$ cat src/rtl/pps_pkg.sv
package pps_pkg;

   typedef enum logic [2:0] {
      ST_IDLE,
      ST_FETCH,
      ST_RLS,
      ST_READ,
      ST_EVAL,
      ST_SETUP,
      ST_PULSE
   } seq_st_t;

   localparam logic [1:0] FK_NONE   = 2'd0;
   localparam logic [1:0] FK_BUDGET = 2'd1;
   localparam logic [1:0] FK_ERASE  = 2'd2;
   localparam logic [1:0] FK_VERIFY = 2'd3;

endpackage

$ cat src/rtl/pps_pulse_timer.sv
module pps_pulse_timer #(
   parameter int unsigned LEN = 12500
) (
   input  logic clk,
   input  logic rst_n,
   input  logic run,
   output logic last
);

   generate
      if (LEN < 1) begin : g_bad_len
         $error("pps_pulse_timer: LEN must be at least 1");
      end

      if (LEN == 1) begin : g_single
         assign last = run;
      end else begin : g_cnt
         localparam int unsigned CW = $clog2(LEN);
         logic [CW-1:0] cnt;

         assign last = run && (cnt == CW'(LEN - 1));

         always_ff @(posedge clk or negedge rst_n) begin
            if (!rst_n)
               cnt <= '0;
            else if (!run || last)
               cnt <= '0;
            else
               cnt <= cnt + 1'b1;
         end


         cnt_range_chk: assert property (@(posedge clk) disable iff (!rst_n)
            cnt <= CW'(LEN - 1));
      end
   endgenerate

endmodule

$ cat src/rtl/pps_word_check.sv
module pps_word_check #(
   parameter int DW        = 16,
   parameter bit ERASE_CHK = 1'b1
) (
   input  logic [DW-1:0] target,
   input  logic [DW-1:0] rdback,
   output logic          match,
   output logic          erase_need
);

   logic [DW-1:0] diff;

   for (genvar i = 0; i < DW; i++) begin : g_diff
      assign diff[i] = target[i] ^ rdback[i];
   end

   assign match = ~|diff;

   generate
      if (ERASE_CHK) begin : g_chk
         logic [DW-1:0] up;
         for (genvar j = 0; j < DW; j++) begin : g_up
            assign up[j] = target[j] & ~rdback[j];
         end
         assign erase_need = |up;
      end else begin : g_nochk
         assign erase_need = 1'b0;
      end
   endgenerate

endmodule

$ cat src/rtl/eprom_pulse_seq.sv
module eprom_pulse_seq
   import pps_pkg::*;
#(
   parameter int          AW         = 18,
   parameter int          DW         = 16,
   parameter int          NWORDS     = 262144,
   parameter int unsigned PULSE_CYC  = 12500,
   parameter int unsigned MAX_PULSES = 25
) (
   input  logic          clk,
   input  logic          rst_n,
   input  logic          start,
   output logic          busy,
   output logic          done,
   output logic          fail,
   output logic [1:0]    fail_kind,
   output logic [AW-1:0] fail_addr,
   output logic          img_req,
   output logic [AW-1:0] img_addr,
   input  logic          img_vld,
   input  logic [DW-1:0] img_data,
   output logic [AW-1:0] mem_addr,
   output logic [DW-1:0] mem_dout,
   output logic          mem_doe,
   input  logic [DW-1:0] mem_din,
   output logic          ce_pgm_n,
   output logic          oe_n,
   output logic          vpp_hi,
   output logic          vcc_hi
);

   localparam int unsigned PCW       = $clog2(MAX_PULSES + 1);
   localparam logic [AW-1:0] LAST_A  = AW'(NWORDS - 1);
   localparam logic [PCW-1:0] PMAX   = PCW'(MAX_PULSES);

   generate
      if (NWORDS < 1 || NWORDS > (2 ** AW)) begin : g_bad_words
         $error("eprom_pulse_seq: NWORDS must fit in AW address bits");
      end
      if (MAX_PULSES < 1) begin : g_bad_max
         $error("eprom_pulse_seq: MAX_PULSES must be at least 1");
      end
   endgenerate

   seq_st_t        st;
   logic [AW-1:0]  addr;
   logic [PCW-1:0] pcnt;
   logic [DW-1:0]  tgt;
   logic [DW-1:0]  rd_q;
   logic           vphase;
   logic           done_q;
   logic           fail_q;
   logic [1:0]     kind_q;
   logic [AW-1:0]  faddr_q;

   logic           t_last;
   logic           w_match;
   logic           w_erase;

   pps_pulse_timer #(
      .LEN (PULSE_CYC)
   ) u_timer (
      .clk   (clk),
      .rst_n (rst_n),
      .run   (st == ST_PULSE),
      .last  (t_last)
   );

   pps_word_check #(
      .DW        (DW),
      .ERASE_CHK (1'b1)
   ) u_check (
      .target     (tgt),
      .rdback     (rd_q),
      .match      (w_match),
      .erase_need (w_erase)
   );

   always_ff @(posedge clk or negedge rst_n) begin
      if (!rst_n) begin
         st      <= ST_IDLE;
         addr    <= '0;
         pcnt    <= '0;
         tgt     <= '0;
         rd_q    <= '0;
         vphase  <= 1'b0;
         done_q  <= 1'b0;
         fail_q  <= 1'b0;
         kind_q  <= FK_NONE;
         faddr_q <= '0;
      end else begin
         case (st)
            ST_IDLE: begin
               if (start) begin
                  addr    <= '0;
                  pcnt    <= '0;
                  vphase  <= 1'b0;
                  done_q  <= 1'b0;
                  fail_q  <= 1'b0;
                  kind_q  <= FK_NONE;
                  faddr_q <= '0;
                  st      <= ST_FETCH;
               end
            end
            ST_FETCH: begin
               if (img_vld) begin
                  tgt <= img_data;
                  st  <= ST_RLS;
               end
            end
            ST_RLS: st <= ST_READ;
            ST_READ: begin
               rd_q <= mem_din;
               st   <= ST_EVAL;
            end
            ST_EVAL: begin
               if (w_match) begin
                  pcnt <= '0;
                  if (addr == LAST_A) begin
                     addr <= '0;
                     if (vphase) begin
                        done_q <= 1'b1;
                        st     <= ST_IDLE;
                     end else begin
                        vphase <= 1'b1;
                        st     <= ST_FETCH;
                     end
                  end else begin
                     addr <= addr + 1'b1;
                     st   <= ST_FETCH;
                  end
               end else if (vphase) begin
                  fail_q  <= 1'b1;
                  kind_q  <= FK_VERIFY;
                  faddr_q <= addr;
                  st      <= ST_IDLE;
               end else if (pcnt == '0 && w_erase) begin
                  fail_q  <= 1'b1;
                  kind_q  <= FK_ERASE;
                  faddr_q <= addr;
                  st      <= ST_IDLE;
               end else if (pcnt == PMAX) begin
                  fail_q  <= 1'b1;
                  kind_q  <= FK_BUDGET;
                  faddr_q <= addr;
                  st      <= ST_IDLE;
               end else begin
                  st <= ST_SETUP;
               end
            end
            ST_SETUP: st <= ST_PULSE;
            ST_PULSE: begin
               if (t_last) begin
                  pcnt <= pcnt + 1'b1;
                  st   <= ST_RLS;
               end
            end
            default: st <= ST_IDLE;
         endcase
      end
   end

   assign busy      = (st != ST_IDLE);
   assign done      = done_q;
   assign fail      = fail_q;
   assign fail_kind = kind_q;
   assign fail_addr = faddr_q;

   assign img_req   = (st == ST_FETCH);
   assign img_addr  = addr;

   assign mem_addr  = addr;
   assign mem_dout  = tgt;
   assign mem_doe   = (st == ST_SETUP) || (st == ST_PULSE);
   assign ce_pgm_n  = (st != ST_PULSE);
   assign oe_n      = (st != ST_READ);
   assign vpp_hi    = busy && !vphase;
   assign vcc_hi    = busy && !vphase;


   read_bus_free_chk: assert property (@(posedge clk) disable iff (!rst_n)
      !oe_n |-> (ce_pgm_n && !mem_doe));


   release_lead_chk: assert property (@(posedge clk) disable iff (!rst_n)
      $fell(oe_n) |-> !$past(mem_doe));


   pgm_cond_chk: assert property (@(posedge clk) disable iff (!rst_n)
      !ce_pgm_n |-> (oe_n && mem_doe && vpp_hi && vcc_hi));


   pulse_budget_chk: assert property (@(posedge clk) disable iff (!rst_n)
      pcnt <= PMAX);


   status_excl_chk: assert property (@(posedge clk) disable iff (!rst_n)
      !(done && fail));


   req_hold_chk: assert property (@(posedge clk) disable iff (!rst_n)
      (img_req && !img_vld) |=> (img_req && $stable(img_addr)));


   no_pgm_low_rail_chk: assert property (@(posedge clk) disable iff (!rst_n)
      !vcc_hi |-> ce_pgm_n);


   status_hold_chk: assert property (@(posedge clk) disable iff (!rst_n)
      (!busy && !start) |=> ($stable(done) && $stable(fail) && $stable(fail_kind)));

endmodule

$ cat config.mk
export PLATFORM = sky130hd
export DESIGN_NAME = eprom_pulse_seq
export DESIGN_NICKNAME = d
export VERILOG_FILES = /design/src/rtl/pps_pkg.sv /design/src/rtl/pps_pulse_timer.sv /design/src/rtl/pps_word_check.sv /design/src/rtl/eprom_pulse_seq.sv
export SDC_FILE = /design/constraint.sdc
export NUM_CORES = 1
export LEC_CHECK = 0
export BUFFER_PORTS_ARGS = -buffer_cell sky130_fd_sc_hd__buf_2
export CAP_MARGIN = 5
export CELL_PAD_IN_SITES_DETAIL_PLACEMENT = 0
export CELL_PAD_IN_SITES_GLOBAL_PLACEMENT = 1
export CORE_ASPECT_RATIO = 0.5
export CORE_MARGIN = 2
export CORE_UTILIZATION = 41
export CTS_CLUSTER_DIAMETER = 40
export CTS_CLUSTER_SIZE = 40
export DETAILED_ROUTE_END_ITERATION = 7
export PLACE_DENSITY_LB_ADDON = 0.1
export SYNTH_ARGS = -nofsm -noshare
export SYNTH_HDL_FRONTEND = slang
export SYNTH_HIERARCHICAL = 1
export SYNTH_SLANG_ARGS = --single-unit
$ cat constraint.sdc
create_clock -name clk -period 2.3 [get_ports clk]
set_input_delay 0.23 -clock clk [delete_from_list [all_inputs] [get_ports clk]]
set_output_delay 0.23 -clock clk [all_outputs]
set_load 0.02 [all_outputs]
==> results of run 1 <==
[cells by family after synthesis]
logic type / count (synthesis) / share of synthesized area (%)
compound gates: 58 / 7.14
xor+xnor: 24 / 4.27
fa+ha+maj: 26 / 6.61
buf+inv: 64 / 7.12
flops: 95 / 48.3
mux: 35 / 7.95
simple gates: 176 / 18.6
[worst max path at each step]
stage              endpoint  slack, ps  cells after the start   startpoint
3_3_place_gp   img_addr[17]        150                      9  mem_dout[7]
6_report       fail_kind[0]        130                      8  mem_dout[1]
2_1_floorplan  img_addr[11]        180                      7  mem_dout[6]
5_1_grt        img_addr[11]        -30                      8  mem_dout[2]
4_1_cts        img_addr[17]         70                      9  mem_dout[7]
3_5_place_dp   img_addr[17]        110                     10      rd_q[9]
[metal layers]
layer | global-route usage (%) | share of wire, %
met1 | 25.0 | 48
met2 | 31.8 | 47
met5 | 0 | 0
met4 | 4.18 | 0.63
met3 | 5.10 | 4.8
[final cells by class]
class	count	area (um^2)	share of cell area, %
Tap cell	165	206	3.34
Multi-Input combinational cell	319	2260	36.5
Sequential cell	95	2380	38.5
Inverter	29	109	1.76
Clock buffer	9	225	3.65
Timing Repair Buffer	152	885	14.3
Clock inverter	7	118	1.90
[through the flow]
step,cell area [um^2],setup TNS [ps],cells
floorplan,4920,0,478
global placement,5770,0,759
detailed placement,5770,0,759
CTS,6120,0,776
global route,6180,-114,776
finish,6180,0,776
[worst max-delay path, stage by stage, from the launching register on]
cell	delay [ps]
dfrtp_1	400
ha_1	200
nor4_1	390
nand4_1	280
a21oi_1	330
a21oi_4	100
buf_12	180
a21oi_1	120
a21oi_1	50
[what timing repair did]
| item | 4_1_cts | 5_1_grt |
|---|---|---|
| resized for setup | 0 | 11 |
| endpoints found under the setup margin | 0 | 23 |
| hold buffers | 1 | 0 |
| endpoints found under the hold margin | 95 | 0 |
[flip-flops by register name, indices dropped and copies added, names as in the netlist]
register           count
fail_addr             18
img_addr              18
mem_dout              16
rd_q                  16
u_timer/g_cnt.cnt     14
pcnt                   5
st                     3
fail_kind              2
done                   1
fail                   1
vphase                 1
[synth_stat cells (2+ instances only)]
cell,n
nor4b_2,2
o21a_1,3
nor2_2,4
a21o_1,3
o21ai_0,31
nand2_1,61
nand3_1,14
clkbuf_1,3
nor4_1,10
nor2b_1,2
buf_6,2
xor2_1,13
mux2i_1,2
nor3_1,4
o21ai_1,2
ha_1,26
buf_2,7
o41ai_1,2
a31o_2,2
xnor2_1,11
dfrtp_1,95
nand4_1,18
inv_1,29
and3_1,7
buf_4,23
a31oi_1,2
mux2_2,33
nor2_1,37
nand3b_1,2
a21oi_1,7
[where the power goes]
group          internal, mW  total (mW)  leakage (nW)  switching (mW)
registers              2.03        2.26          1.25           0.234
clock network          1.07        1.72         0.170           0.656
logic                  1.07        2.38          1.65            1.31
total                  4.17        6.37          3.07            2.20
==> out/metrics.cfg, run 1 <==
[final_layout]
num-nets-final = 668
final_core_util_pct = 52.5
final_common_cell = buf_2
drive_above_1_share_pct = 36.5
fillCellCount = 1136
final_cell_mix = buf_2 (115), dfrtp_1 (95), nand2_1 (61)
area_growth_pct = 25.4
num_antenna_cells = 0

[grt]
grt_max_degree = 96
track_usage_pct = 18.9
grt_pass1_wl_mm = 19.2
grt_pass1_vias = 3787
grt_antenna_before_repair = 0
grt-ovfl-total = 0

[worst_hold_path]
worstHoldEndpoint = rd_q[2]
holdCritStartpoint = mem_din[2]
hold_path_depth = 2
hold_path.class = input port to flip-flop

[floorplanning]
dieArea_um2 = 13000
start_util_pct = 41.8
die_h_um = 81.5
coreArea_um2 = 11800
io-pin-count = 117
die_w_um = 159
rows = 28

[sta]
fin_crit_sh_pct = 94.2
layout_setup_ws_ps = 134
worst_pin_slew_ps = 519
relSlewSlack_pct = 65.4
fin_worst_skew_ps = 10.8
setup_viol = 0
slew_viol_final = 0
hold-worst-slack_ps = 115
fin_crit_ps = 2170
fmax_ghz = 0.462
hold_violations = 0
rsz0062_at_grt = yes

[placement]
port_buffers = 116
dp_hpwl_mm = 8.32
gp_congestion = 0.780
pre_cts_slack_ps = 105

[pwr]
p_total_mw = 6.37
p_leak_nw = 3.07
vdd_drop_max_mv = 0.396
p_per_area_nw_per_um2 = 1030

[run]
drv_cap = 0

[worst_setup_path]
rr_worst_depth = 8
required_ps = 2520
path_max_fanout = 39
reg2reg_from = mem_dout[1]
startpoint_type = flip-flop
cp-end-kind = flip-flop
r2r_end = fail_kind[0]
timing_worst_setup_path_type = flip-flop to flip-flop
rrSetupSlack_ps = 130
arrival_ps = 2390

[clock_network]
clock-sinks = 95
cts_buffer_depth = 2
cts_root_buf = clkbuf_16
clk_pin_slew_ps = 70
cts_tree = built
cts_setup_buffers = 0
clock_latency_ps = 350
cts_buffers = 9
h-tree-depth = 3

[status]
run_status = finished clean

[yosys]
ys_warn_count = 6
syn_area_per_cell_um2 = 10.3
synthCells = 478
ys_types = 51
synth-async-reset-ratio_pct = 100
syn_nets = 540
yosys.area.top_type = dfrtp_1
synth_area_leaders = dfrtp_1 (48%), mux2_2 (7.5%), ha_1 (6.6%)
synth_edf_count = 0
synth_area_um2 = 4920
ys_ff_latch = 95
ys_seq_area_share_pct = 48.3
synth_ff_type = dfrtp_1
yosys.area.top_type_share_pct = 48.3

[drt]
drt-initial-drc-count = 179
routed_wirelength_mm = 11.7
viasPerCell = 4.94
via_count = 3835
drtAntennaViolNets = 0
first_pass_iters = 4
drc_errors = 0
routedWlPerCell_um = 15.1

No activity file was read; power rests on OpenSTA's default activity.
==> inputs of run 2 (changes only) <==
BUFFER_PORTS_ARGS = not set   (was -buffer_cell sky130_fd_sc_hd__buf_2)
CORE_UTILIZATION = 48   (was 41)
DONT_BUFFER_PORTS = 1   (was not set)
REMOVE_ABC_BUFFERS = 1   (was not set)
==> run 2 against run 1 <==
Against the previous run:
- the flow now finishes with violations (hold timing)
- wire length is 4.9% lower
- register-to-register slack hardly changed
- final area is 8.5% lower
- critical path type unchanged
- critical endpoint is now img_addr[11]
- highest routed layer unchanged
==> out/metrics.cfg, run 2 (synthesized netlist as in run 1, its figures left out) <==
[final_layout]
final_core_util_pct = 56.1  ; was 52.5%
regArea_um2 = 2380  ; unchanged
postLayoutCellArea_um2 = 5650  ; was 6180 um^2
num-nets-final = 572  ; was 668
drive_above_1_share_pct = 24.5  ; was 36.5%
area_growth_pct = 14.8  ; was 25.4%
final_cell_mix = dfrtp_1 (95), nand2_1 (61), buf_4 (51)  ; was buf_2 (115), dfrtp_1 (95), nand2_1 (61)
fin_cells = 655  ; was 776
fillCellCount = 898  ; was 1136
final_common_cell = dfrtp_1  ; was buf_2
multi_input_area_um2 = 2260  ; about the same

[drt]
first_pass_iters = 4  ; unchanged
drt-initial-drc-count = 182  ; was 179
via_count = 3583  ; was 3835
routed_wirelength_mm = 11.2  ; was 11.7 mm
drtAntennaViolNets = 0  ; unchanged
drc_errors = 0  ; unchanged
viasPerCell = 5.47  ; was 4.94
routedWlPerCell_um = 17.0  ; was 15.1 um

[sta]
slew_viol_final = 0  ; unchanged
hold-worst-slack_ps = -420  ; was 115 ps
layout_setup_ws_ps = 120  ; was 134 ps
fin_crit_sh_pct = 94.8  ; was 94.2%
hold_violations = 95  ; was 0
fin_worst_skew_ps = 5.88  ; was 10.8 ps
setup_tns_ps = 0  ; unchanged
fmax_ghz = 0.459  ; was 0.462 GHz
fin_crit_ps = 2180  ; was 2170 ps
relSlewSlack_pct = 59.6  ; was 65.4%
worst_pin_slew_ps = 604  ; was 519 ps
setup_viol = 0  ; unchanged

[clock_network]
cts_buffer_depth = 2  ; unchanged
h-tree-depth = 3  ; unchanged
ctsHoldBuffers = 1  ; unchanged
cts_tree = built  ; unchanged
clock-sinks = 95  ; unchanged
clock_latency_ps = 340  ; was 350 ps
cts_root_buf = clkbuf_16  ; unchanged
clk_pin_slew_ps = 60  ; was 70 ps
cts_buffers = 9  ; unchanged

[floorplanning]
rows = 26  ; was 28
dieArea_um2 = 11100  ; was 13000 um^2
die_w_um = 147  ; was 159 um
start_util_pct = 48.8  ; was 41.8%
die_h_um = 75.6  ; was 81.5 um
io-pin-count = 117  ; unchanged
coreArea_um2 = 10100  ; was 11800 um^2

[worst_setup_path]
rrSetupSlack_ps = 120  ; was 130 ps
path_max_fanout = 5  ; was 39
arrival_ps = 2450  ; was 2390 ps
cp-end-kind = flip-flop  ; unchanged
cp_slowest_cell = or4_4  ; was dfrtp_1
startpoint_type = flip-flop  ; unchanged
timing_worst_setup_path_type = flip-flop to flip-flop  ; unchanged
r2r_end = img_addr[11]  ; was fail_kind[0]
rr_worst_depth = 9  ; was 8
required_ps = 2570  ; was 2520 ps
critical_path.max_stage_delay_ps = 510  ; was 400 ps
path_cells = inv_1 > ha_1 > nand4_1 > nor4_2 > buf_4 > mux2i_2 > nand2b_4 > or4_4 > o21ai_2  ; was ha_1 > nor4_1 > nand4_1 > a21oi_1 > a21oi_4 > buf_12 > a21oi_1 > a21oi_1
reg2reg_from = rd_q[2]  ; was mem_dout[1]

[grt]
track_usage_pct = 20.8  ; was 18.9%
grt_pass1_vias = 3500  ; was 3787
grt_pass1_wl_mm = 17.9  ; was 19.2 mm
grt-ovfl-total = 0  ; unchanged
grt_max_degree = 96  ; unchanged
grt_antenna_before_repair = 0  ; unchanged

[placement]
placed_cell_area_um2 = 5250  ; was 5770 um^2
port_buffers = 0  ; was 116
gp_congestion = 0.816  ; was 0.780
dp.cells = 631  ; was 759
dp_hpwl_mm = 7.91  ; was 8.32 mm
pre_cts_slack_ps = 68.6  ; was 105 ps

[worst_hold_path]
hold_path.class = input port to async pin  ; was input port to flip-flop

[pwr]
vdd_drop_max_mv = 0.424  ; was 0.396 mV
p_per_area_nw_per_um2 = 1080  ; was 1030 nW/um^2
p_total_mw = 6.12  ; was 6.37 mW
p_leak_nw = 2.58  ; was 3.07 nW

[status]
violations = hold timing
run_status = complete, but fails checks  ; was finished clean

[run]
drv_cap = 0  ; unchanged

==> run 2: changes by cell type in the layout (fill, tap and decap cells not counted), sizes merged <==
cell      change
buf          -98
clkbuf        +3
bufinv        -2
inv           -2
clkinv        -1
clkinvlp      +1
diode         +1
nand2b        +1
o2111ai       +1
==> run 2: worst max path at each step <==
stage,start,to,slack (ps),depth (start not counted)
3_3_place_gp,mem_dout[4],img_addr[11],100,8
5_1_grt,mem_dout[2],pcnt[3],-30,9
2_1_floorplan,mem_dout[8],fail_addr[0],60,6
3_5_place_dp,rd_q[6],img_addr[11],70,9
6_report,rd_q[2],img_addr[11],120,9
4_1_cts,rd_q[6],pcnt[4],40,10
==> run 2: power by group <==
| part | internal, mW | switching [mW] | total (mW) | leakage, nW |
|---|---|---|---|---|
| clock network | 0.895 | 0.623 | 1.52 | 0.145 |
| logic | 1.04 | 1.28 | 2.32 | 1.19 |
| registers | 2.03 | 0.246 | 2.28 | 1.25 |
| total | 3.97 | 2.15 | 6.12 | 2.58 |
==> run 2: layout make-up <==
cell class                 instances  share of cell area, %
antenna                            1                 0.0443
clock buffer                      12                   4.54
clock inverter                     3                  0.753
inverter                          29                   1.93
multi-input combinational        321                   39.9
sequential                        95                   42.1
tap                              140                   3.10
timing repair buffer              54                   7.66
==> run 2: what timing repair did <==
action                     CTS  global route
buffers inserted             0             5
resized for setup            0             7
setup endpoints to repair    0             8
hold endpoints to repair    96            95
==> run 2: layer usage <==
metal	wire length, um	global-route usage [%]	up-vias
met1	5150	27.0	1775
met4	124	5.88	0
met3	621	7.07	13
met5	0	0	-
li1	-	-	1692
met2	5270	34.3	103
==> run 2: critical path: cells and delay by family, from the launching register on <==
family,cells,cell delay (ps)
AOI/OAI and AO/OA,1,60
adders and majority gates,1,280
DFF,1,350
buffers and inverters,2,210
muxes,1,90
and+or+nand+nor,4,1110
